## config.mk

```make
export PLATFORM = sky130hd
export DESIGN_NAME = rng_cmd_ctrl
export DESIGN_NICKNAME = d
export VERILOG_FILES = /design/src/rtl/rng_cmd_pkg.sv /design/src/rtl/rng_lfsr_core.sv /design/src/rtl/rng_auto_reseed.sv /design/src/rtl/rng_irq_unit.sv /design/src/rtl/rng_cmd_ctrl.sv
export SDC_FILE = /design/constraint.sdc
export NUM_CORES = 1
export LEC_CHECK = 0
export ABC_AREA = 1
export BUFFER_PORTS_ARGS = -buffer_cell sky130_fd_sc_hd__buf_2
export CORE_MARGIN = 5
export CORE_UTILIZATION = 56
export DETAILED_ROUTE_END_ITERATION = 10
export PLACE_DENSITY_LB_ADDON = 0.1
export SYNTH_ARGS = -nofsm -noshare
export SYNTH_HDL_FRONTEND = slang
export SYNTH_HIERARCHICAL = 1
export SYNTH_SLANG_ARGS = --single-unit
```

## constraint.sdc

```tcl
create_clock -name clk -period 3.2 [get_ports clk]
set_input_delay 0.32 -clock clk [delete_from_list [all_inputs] [get_ports clk]]
set_output_delay 0.32 -clock clk [all_outputs]
set_load 0.05 [all_outputs]
```

## src/rtl/rng_cmd_pkg.sv

```systemverilog
package rng_cmd_pkg;
  localparam int OFF_CTRL  = 'h00;
  localparam int OFF_STAT  = 'h04;
  localparam int OFF_MODE  = 'h08;
  localparam int OFF_SMODE = 'h0C;
  localparam int OFF_IE    = 'h10;
  localparam int OFF_ISTAT = 'h14;
  localparam int OFF_RES0  = 'h20;
  localparam int OFF_AREQ  = 'h60;
  localparam int OFF_AAGE  = 'h64;

  localparam logic [31:0] CMD_NOP  = 32'd0;
  localparam logic [31:0] CMD_GEN  = 32'd1;
  localparam logic [31:0] CMD_SEED = 32'd2;

  localparam int BIT_NONCE  = 2;
  localparam int BIT_W256   = 3;
  localparam int BIT_SEEDED = 9;
  localparam int BIT_GEN    = 30;
  localparam int BIT_SEED   = 31;

  localparam int CS_RDY  = 0;
  localparam int CS_SEED = 1;
  localparam int CS_LOCK = 4;
  localparam int IE_GLB  = 31;
  localparam logic [31:0] IE_MASK = 32'h8000_0013;
endpackage

```

## src/rtl/rng_lfsr_core.sv

```systemverilog
module rng_lfsr_core #(
  parameter int          W    = 32,
  parameter logic [W-1:0] TAPS = 32'h0040_0007,
  parameter logic [W-1:0] FIX  = 32'hACE1_0001
) (
  input  logic         clk,
  input  logic         rst,
  input  logic         step,
  input  logic         load,
  input  logic [W-1:0] load_val,
  output logic [W-1:0] state,
  output logic [W-1:0] nxt,
  output logic         zero
);
  assign nxt  = {state[W-2:0], 1'b0} ^ (state[W-1] ? TAPS : '0);
  assign zero = (state == '0);

  always_ff @(posedge clk) begin
    if (rst)       state <= FIX;
    else if (load) state <= load_val;
    else if (zero) state <= FIX;
    else if (step) state <= nxt;
  end
endmodule

```

## src/rtl/rng_auto_reseed.sv

```systemverilog
module rng_auto_reseed #(
  parameter int CW = 16
) (
  input  logic          clk,
  input  logic          rst,
  input  logic          req_wr,
  input  logic          age_wr,
  input  logic [CW-1:0] wval,
  input  logic          gen_accept,
  output logic [CW-1:0] req_reload,
  output logic [CW-1:0] age_reload,
  output logic          fire
);
  logic [CW-1:0] req_cnt, age_cnt;
  logic          req_hit, age_hit;

  assign req_hit = !req_wr && gen_accept && (req_reload != '0) && (req_cnt <= CW'(1));
  assign age_hit = !age_wr && (age_reload != '0) && (age_cnt <= CW'(1));

  always_ff @(posedge clk) begin
    if (rst) begin
      req_reload <= '0;
      req_cnt    <= '0;
    end else if (req_wr) begin
      req_reload <= wval;
      req_cnt    <= wval;
    end else if (gen_accept && req_reload != '0) begin
      req_cnt <= req_hit ? req_reload : req_cnt - CW'(1);
    end
  end

  always_ff @(posedge clk) begin
    if (rst) begin
      age_reload <= '0;
      age_cnt    <= '0;
    end else if (age_wr) begin
      age_reload <= wval;
      age_cnt    <= wval;
    end else if (age_reload != '0) begin
      age_cnt <= age_hit ? age_reload : age_cnt - CW'(1);
    end
  end

  always_ff @(posedge clk) begin
    if (rst) fire <= 1'b0;
    else     fire <= req_hit | age_hit;
  end
endmodule

```

## src/rtl/rng_irq_unit.sv

```systemverilog
module rng_irq_unit #(
  parameter int NC = 3
) (
  input  logic          clk,
  input  logic          rst,
  input  logic [NC-1:0] set,
  input  logic [NC-1:0] clr,
  input  logic [NC-1:0] en,
  input  logic          glb,
  output logic [NC-1:0] cause,
  output logic          irq
);
  always_ff @(posedge clk) begin
    if (rst) begin
      cause <= '0;
      irq   <= 1'b0;
    end else begin
      for (int k = 0; k < NC; k++)
        cause[k] <= set[k] | (cause[k] & ~clr[k]);
      irq <= glb & |(cause & en);
    end
  end
endmodule

```

## src/rtl/rng_cmd_ctrl.sv

```systemverilog
module rng_cmd_ctrl
  import rng_cmd_pkg::*;
#(
  parameter int          AW          = 8,
  parameter int          CW          = 16,
  parameter int          WORDS       = 8,
  parameter int          GEN_CYCLES  = 16,
  parameter int          SEED_CYCLES = 32,
  parameter logic [31:0] LFSR_TAPS   = 32'h0040_0007,
  parameter logic [31:0] LFSR_FIX    = 32'hACE1_0001
) (
  input  logic          clk,
  input  logic          rst,
  input  logic          bus_wr,
  input  logic          bus_rd,
  input  logic [AW-1:0] bus_addr,
  input  logic [31:0]   bus_wdata,
  output logic [31:0]   bus_rdata,
  input  logic [31:0]   seed_in,
  output logic          irq
);
  localparam int IW   = $clog2(WORDS);
  localparam int HALF = WORDS / 2;
  localparam int SPW  = GEN_CYCLES / WORDS;
  localparam int MAXC = (SEED_CYCLES > GEN_CYCLES) ? SEED_CYCLES : GEN_CYCLES;
  localparam int CNTW = $clog2(MAXC);

  logic            gen_busy, seed_busy, seeded_q, w256_q, nonce_q, pend_q;
  logic [31:0]     ie_q;
  logic [CNTW-1:0] cnt_q, step_idx;
  logic [31:0]     lfsr_q, lfsr_nxt;
  logic            lfsr_zero, auto_fire;
  logic [CW-1:0]   areq_q, aage_q;
  logic [2:0]      cause_w;
  logic [WORDS-1:0][31:0] res_all;

  wire idle     = !gen_busy && !seed_busy;
  wire ctrl_wr  = bus_wr && bus_addr == AW'(OFF_CTRL);
  wire istat_wr = bus_wr && bus_addr == AW'(OFF_ISTAT);
  wire start_seed = idle && (pend_q || auto_fire || (ctrl_wr && bus_wdata == CMD_SEED));
  wire start_gen  = idle && !pend_q && !auto_fire && ctrl_wr && bus_wdata == CMD_GEN;
  wire gen_last   = gen_busy && cnt_q == '0;
  wire seed_last  = seed_busy && cnt_q == '0;

  assign step_idx = CNTW'(GEN_CYCLES - 1) - cnt_q;

  // command sequencer
  always_ff @(posedge clk) begin
    if (rst) begin
      gen_busy  <= 1'b0;
      seed_busy <= 1'b0;
      cnt_q     <= '0;
      pend_q    <= 1'b0;
      seeded_q  <= 1'b0;
    end else begin
      if (start_seed) begin
        seed_busy <= 1'b1;
        cnt_q     <= CNTW'(SEED_CYCLES - 1);
      end else if (start_gen) begin
        gen_busy <= 1'b1;
        cnt_q    <= CNTW'(GEN_CYCLES - 1);
      end else if (!idle) begin
        if (cnt_q == '0) begin
          gen_busy  <= 1'b0;
          seed_busy <= 1'b0;
        end else begin
          cnt_q <= cnt_q - CNTW'(1);
        end
      end
      if (start_seed)     pend_q <= 1'b0;
      else if (auto_fire) pend_q <= 1'b1;
      if (seed_last) seeded_q <= 1'b1;
    end
  end

  // configuration registers
  always_ff @(posedge clk) begin
    if (rst) begin
      w256_q  <= 1'b0;
      nonce_q <= 1'b0;
      ie_q    <= '0;
    end else if (bus_wr) begin
      if (bus_addr == AW'(OFF_MODE))  w256_q  <= bus_wdata[BIT_W256];
      if (bus_addr == AW'(OFF_SMODE)) nonce_q <= bus_wdata[BIT_NONCE];
      if (bus_addr == AW'(OFF_IE))    ie_q    <= bus_wdata & IE_MASK;
    end
  end

  // result capture: shadow words during generation, bank copy at the end
  for (genvar k = 0; k < WORDS; k++) begin : g_word
    logic [31:0] res_w, fin_w;
    if (k < WORDS - 1) begin : g_shadow
      logic [31:0] sh_w;
      always_ff @(posedge clk) begin
        if (gen_busy && step_idx == CNTW'(SPW * (k + 1) - 1)) sh_w <= lfsr_nxt;
      end
      assign fin_w = sh_w;
    end else begin : g_tail
      assign fin_w = lfsr_nxt;
    end
    always_ff @(posedge clk) begin
      if (rst)           res_w <= '0;
      else if (gen_last) res_w <= (!w256_q && k >= HALF) ? '0 : fin_w;
    end
    assign res_all[k] = res_w;
  end

  rng_lfsr_core #(.W(32), .TAPS(LFSR_TAPS), .FIX(LFSR_FIX)) u_lfsr (
    .clk(clk), .rst(rst), .step(gen_busy), .load(seed_last), .load_val(seed_in),
    .state(lfsr_q), .nxt(lfsr_nxt), .zero(lfsr_zero)
  );

  rng_auto_reseed #(.CW(CW)) u_auto (
    .clk(clk), .rst(rst),
    .req_wr(bus_wr && bus_addr == AW'(OFF_AREQ)),
    .age_wr(bus_wr && bus_addr == AW'(OFF_AAGE)),
    .wval(bus_wdata[CW-1:0]), .gen_accept(start_gen),
    .req_reload(areq_q), .age_reload(aage_q), .fire(auto_fire)
  );

  rng_irq_unit #(.NC(3)) u_irq (
    .clk(clk), .rst(rst),
    .set({lfsr_zero, seed_last, gen_last}),
    .clr({3{istat_wr}} & {bus_wdata[CS_LOCK], bus_wdata[CS_SEED], bus_wdata[CS_RDY]}),
    .en({ie_q[CS_LOCK], ie_q[CS_SEED], ie_q[CS_RDY]}),
    .glb(ie_q[IE_GLB]), .cause(cause_w), .irq(irq)
  );

  // registered read port
  logic [31:0] rd_word;
  wire in_res = bus_addr >= AW'(OFF_RES0) && bus_addr < AW'(OFF_RES0 + 4 * WORDS);
  wire [IW-1:0] res_idx = IW'((bus_addr - AW'(OFF_RES0)) >> 2);

  always_comb begin
    rd_word = '0;
    if (in_res) rd_word = res_all[res_idx];
    else begin
      case (bus_addr)
        AW'(OFF_STAT): begin
          rd_word[BIT_SEED]   = seed_busy;
          rd_word[BIT_GEN]    = gen_busy;
          rd_word[BIT_SEEDED] = seeded_q;
          rd_word[BIT_W256]   = w256_q;
          rd_word[BIT_NONCE]  = nonce_q;
        end
        AW'(OFF_MODE):  rd_word[BIT_W256]  = w256_q;
        AW'(OFF_SMODE): rd_word[BIT_NONCE] = nonce_q;
        AW'(OFF_IE):    rd_word = ie_q;
        AW'(OFF_ISTAT): begin
          rd_word[CS_RDY]  = cause_w[0];
          rd_word[CS_SEED] = cause_w[1];
          rd_word[CS_LOCK] = cause_w[2];
        end
        AW'(OFF_AREQ):  rd_word = 32'(areq_q);
        AW'(OFF_AAGE):  rd_word = 32'(aage_q);
        default:        rd_word = '0;
      endcase
    end
  end

  always_ff @(posedge clk) begin
    if (rst)         bus_rdata <= '0;
    else if (bus_rd) bus_rdata <= rd_word;
  end
endmodule

```

* After elaboration in Yosys (flattened, before gate mapping)
Cells that the tools add are included.
Word-level totals: register bits after elaboration 628, input port bits 76, output and inout bits 33, bits in latches 0, word-level logic and storage cells 167, RAM bits 0, ROM bits 0, memories kept 0
Operators by class: multiply operators 0, reduce and logical (&&, ||, !) cells 55, div/mod/pow operators 0, eq/ne operators 21, muxes and demuxes 34, $add $sub $neg 5, bitwise operators 15, shift operators 0, magnitude comparators 5
Operator list (count):
- 2-to-1 mux 32 bit | 9
- binary-select mux 32 bit (select 3 bit) | 1
- 2-to-1 mux 16 bit | 6
- equality test 32 x 1 -> 1 bit, second input constant | 1
- equality test 32 x 2 -> 1 bit, second input constant | 1
- less-or-equal comparator 16 x 1 -> 1 bit, second input constant | 2
- zero test 32 bit | 1
- nonzero test 16 bit | 2
- subtractor 16 x 1 -> 16 bit, second input constant | 2
- XOR 32 bit | 1
- logical AND 1 bit | 27
- 2-to-1 mux 23 bit | 1
- 2-to-1 mux 5 bit | 4
- equality test 8 x 4 -> 1 bit, second input constant | 2
- equality test 8 x 5 -> 1 bit, second input constant | 2
- equality test 8 x 7 -> 1 bit, second input constant | 2
- equality test 5 x 4 -> 1 bit, second input constant | 3
- case mux 6 bit (2 select lines) | 1
- equality test 5 x 3 -> 1 bit, second input constant | 2
- subtractor 5 x 1 -> 5 bit, second input constant | 2
- case mux 1 bit (3 select lines) | 3
- equality test 8 x 3 -> 1 bit, second input constant | 1
- greater-or-equal comparator 8 x 6 -> 1 bit, second input constant | 1
- zero test 8 bit | 1
- other kinds (27) | 57

* Logic depth before layout (Yosys ltp)
word-level depth 12, mapped depth 17, mapped depth without buffers 15

* Modules after synthesis
The synthesis kept the hierarchy.
By module, submodules not included:
- rng_cmd_ctrl | cells each 2126, sequential area each 12792.3 sq um, instances 1, area an instance 20170.6 sq um
- rng_auto_reseed | cells each 607, sequential area each 1301.2 sq um, instances 1, area an instance 3931.3 sq um
- rng_lfsr_core | cells each 339, sequential area each 640.6 sq um, instances 1, area an instance 2148.3 sq um
- rng_irq_unit | cells each 21, sequential area each 80.1 sq um, instances 1, area an instance 148.9 sq um

* Worst setup path after synthesis
OpenSTA, ideal clock, no wires.
kind register to register, start point register cnt_q[0], end point register g_word[6].g_shadow.sh_w[0], enable pin, setup time 0.461 ns, cell stages (with the launch flop) 5, path buffers 0, arrival time 2.908 ns, setup slack -0.169 ns, cell sequence dfxtp_1 inv_1 ha_1 nand3_1 nor3_1
On the way: longest elaborated chain between the ends 3
Ends and longest elaborated chain:
- start: declaration | line rng_cmd_ctrl.sv:30 | logic [CNTW-1:0] cnt_q, step_idx;
- start signal: assignment | line rng_cmd_ctrl.sv:58 | cnt_q <= CNTW'(SEED_CYCLES - 1);
- start signal: assignment | line rng_cmd_ctrl.sv:61 | cnt_q <= CNTW'(GEN_CYCLES - 1);
- start signal: assignment | line rng_cmd_ctrl.sv:67 | cnt_q <= cnt_q - CNTW'(1);
- subtractor 4 x 5 -> 5 bit | line rng_cmd_ctrl.sv:45 | assign step_idx = CNTW'(GEN_CYCLES - 1) - cnt_q;
- equality test 5 x 4 -> 1 bit | line rng_cmd_ctrl.sv:95 | if (gen_busy && step_idx == CNTW'(SPW * (k + 1) - 1)) sh_w <= lfsr_nxt;
- logical AND 1 bit | line rng_cmd_ctrl.sv:95
- end signal: assignment | line rng_cmd_ctrl.sv:95
- end: declaration | line rng_cmd_ctrl.sv:93 | logic [31:0] sh_w;
Every way passes these cells. A chain may end at the register's enable or synchronous reset.

* Final worst setup path
start point register cnt_q[1], end point register u_lfsr.state[15]
On the way: longest elaborated chain between the ends 3, elaborated cells on any way between the ends 4
Ends and longest elaborated chain:
- zero test 5 bit (*) | line rng_cmd_ctrl.sv:43 | wire seed_last = seed_busy && cnt_q == '0;
- logical AND 1 bit (*) | line rng_cmd_ctrl.sv:43
- net seed_last | line rng_cmd_ctrl.sv:43
- nonzero test 3 bit (no line) or 2-to-1 mux 32 bit (tied branches)
- end signal: assignment | line rng_lfsr_core.sv:20 | else if (load) state <= load_val;
- end signal: assignment | line rng_lfsr_core.sv:22 | else if (step) state <= nxt;
- end: declaration | line rng_lfsr_core.sv:11 | output logic [W-1:0] state,
Mark *: on every way through the listed nets, which the timed path passes. The rest lies on a longest branch.

==> results.md <==
- Status: finished, final reports clean
- Resized cells post-CTS: 0
- Row cnt: 79
- Hold-fix buffers, CTS: 9
- Worst slew margin: 0.290
- Latest clock arrival within the worst-skew pair: 590 ps
- Hold/Removal Path Class: input pin to register
- TritonCTS buffer count: 67
- Largest net degree at the start of global routing: 205
- Die Area: 51200 um2
- Mapped Nets: 3147
- Critical Path End Type: register
- Most common cell after layout, fill and taps aside: nand2_1
- Congestion Overflow GR: 0
- Final ANT Viol Nets: 0
- Final Max Slew Viols: 0
- Final setup violation count: 0
- Crit start category: register
- Post-DP Area: 27100 um2
- Gpl congestion: 0.963
- # port buffers: 108
- Syn Area/Cell: 8.54 um2
- Clock-pin slew on the worst setup and hold paths: 60 ps
- Fin. Hold Viols: 0
- Vias: 21600
- Residual DRC: 0
- N_diodes: 0
- Tot GR Track Use: 0.280
- Largest fanout on the critical path: 21
- Worst slew pin tran: 1070 ps
- Core area: 46400 um2
- Mapped Cells: 3064
- 1st-iter DRT viols: 2262
- Postcts setup bufs: 0
- Final period util: 0.837
- Vias per cell: 5.72
- H-tree Lvls: 3
- Die height: 226 um
- Fin Setup TNS: 0 ps
- Max cap viols: 0
- VDD IR max: 407 uV
- RSZ-0062 raised after global routing: false
- Critical Path AT: 3200 ps
- Post-Syn Area: 26200 um2
- DR WL/cell: 19.4 um
- Layout cells sized above 1: 0.114
- Vias in the first global route: 20000
- Data required time of the worst path: 3730 ps
- Initial antenna violation count: 3
- FMAX: 0.373 GHz
- Kind of critical path: register to register
- Placed cells: 3639
- Routed WL: 73000 um
- Dpl hpwl: 45000 um
- CTS max path bufs: 3
- Hold depth: 3
- Synth Warn #: 6
- Pwr dens: 559 nW/um2
- Drt pass-1 iters: 6
- Final Cell Area: 29300 um2
- First-pass GRT wire length: 113000 um
- Final hold slack: 32.6 ps
- CTS tree: done
- R2r worst-path depth: 11
- Final setup skew: 23.5 ps
- Pleak: 11.5 nW
- Die width: 226 um
- CTS Sinks: 628
- Layout Nets: 3193
- Final core utilization: 0.633
- Commonest non-fill, non-tap cells in the layout: nand2_1, nor2_1, dfxtp_1, a21oi_1, edfxtp_1
- CTS root buffer: clkbuf_16
- Min Tclk post-route: 2680 ps
- Starting Density: 0.565
- Boundary Pins: 109
- Area grow syn2layout: 12.0%
- Non-Filler Instances: 3768
path summary, 6_finish.rpt:
kind | startpoint | to | slack (ps)
min | bus_wdata[31] | ie_q[31]$_SDFFE_PP0P_ | 30
max | cnt_q[1]$_SDFFE_PP0P_ | u_lfsr/state[15]$_SDFFE_PP0P_ | 520
min reg2reg | g_word[3].res_w[4]$_SDFFE_PP0P_ | g_word[3].res_w[4]$_SDFFE_PP0P_ | 450
max reg2reg | cnt_q[1]$_SDFFE_PP0P_ | u_lfsr/state[15]$_SDFFE_PP0P_ | 520
where the power goes:
| part | switching (mW) | leakage, nW | internal [mW] | total (mW) |
|---|---|---|---|---|
| Sequential | 0.0227 | 5.34 | 8.23 | 8.25 |
| Clock | 3.08 | 1.04 | 4.39 | 7.47 |
| Combinational | 0.482 | 5.10 | 0.176 | 0.658 |
per-layer routing:
metal / wire length, um / up-vias / global-route usage
li1: - / 10300 / -
met1: 31500 / 10200 / 0.403
met2: 32900 / 911 / 0.435
met3: 6280 / 148 / 0.0435
met4: 2290 / 2 / 0.0999
met5: 13 / - / 0
critical path: stages (launching register included):
cell     delay, ps
dfxtp_1        350
inv_1           90
ha_1           180
inv_1           60
nor2_1          50
nand2_2        180
nor2_2         140
nor2_1         700
o21ai_4        410
inv_1          280
nor2_1          80
nor2_1         100
per-stage QoR:
stage	worst slack [ps]	power, mW
after floorplan	595	8.82
after global placement	544	9.06
after detailed placement	535	9.06
after CTS	562	16.5
after global routing	285	16.9
final	521	16.4
final cells by class:
cell class                 count  area, um2
timing repair buffer         163       1130
clock inverter                19        158
inverter                     179        683
fill                        3952      17000
clock buffer                 101       1960
tap                          607        759
multi-input combinational   2071       9820
sequential                   628      14800
sequential cells by signal, summed over array words and instances, names as in the netlist, 3 cells and up:
signal	cells
u_auto/req_cnt	16
u_auto/age_cnt	16
bus_rdata	32
ie_q	4
g_word.fin_w	224
u_auto/req_reload	16
u_auto/age_reload	16
u_lfsr/state	32
cnt_q	5
u_irq/cause	3
g_word.res_w	256
No activity file was read; power rests on OpenSTA's default activity.
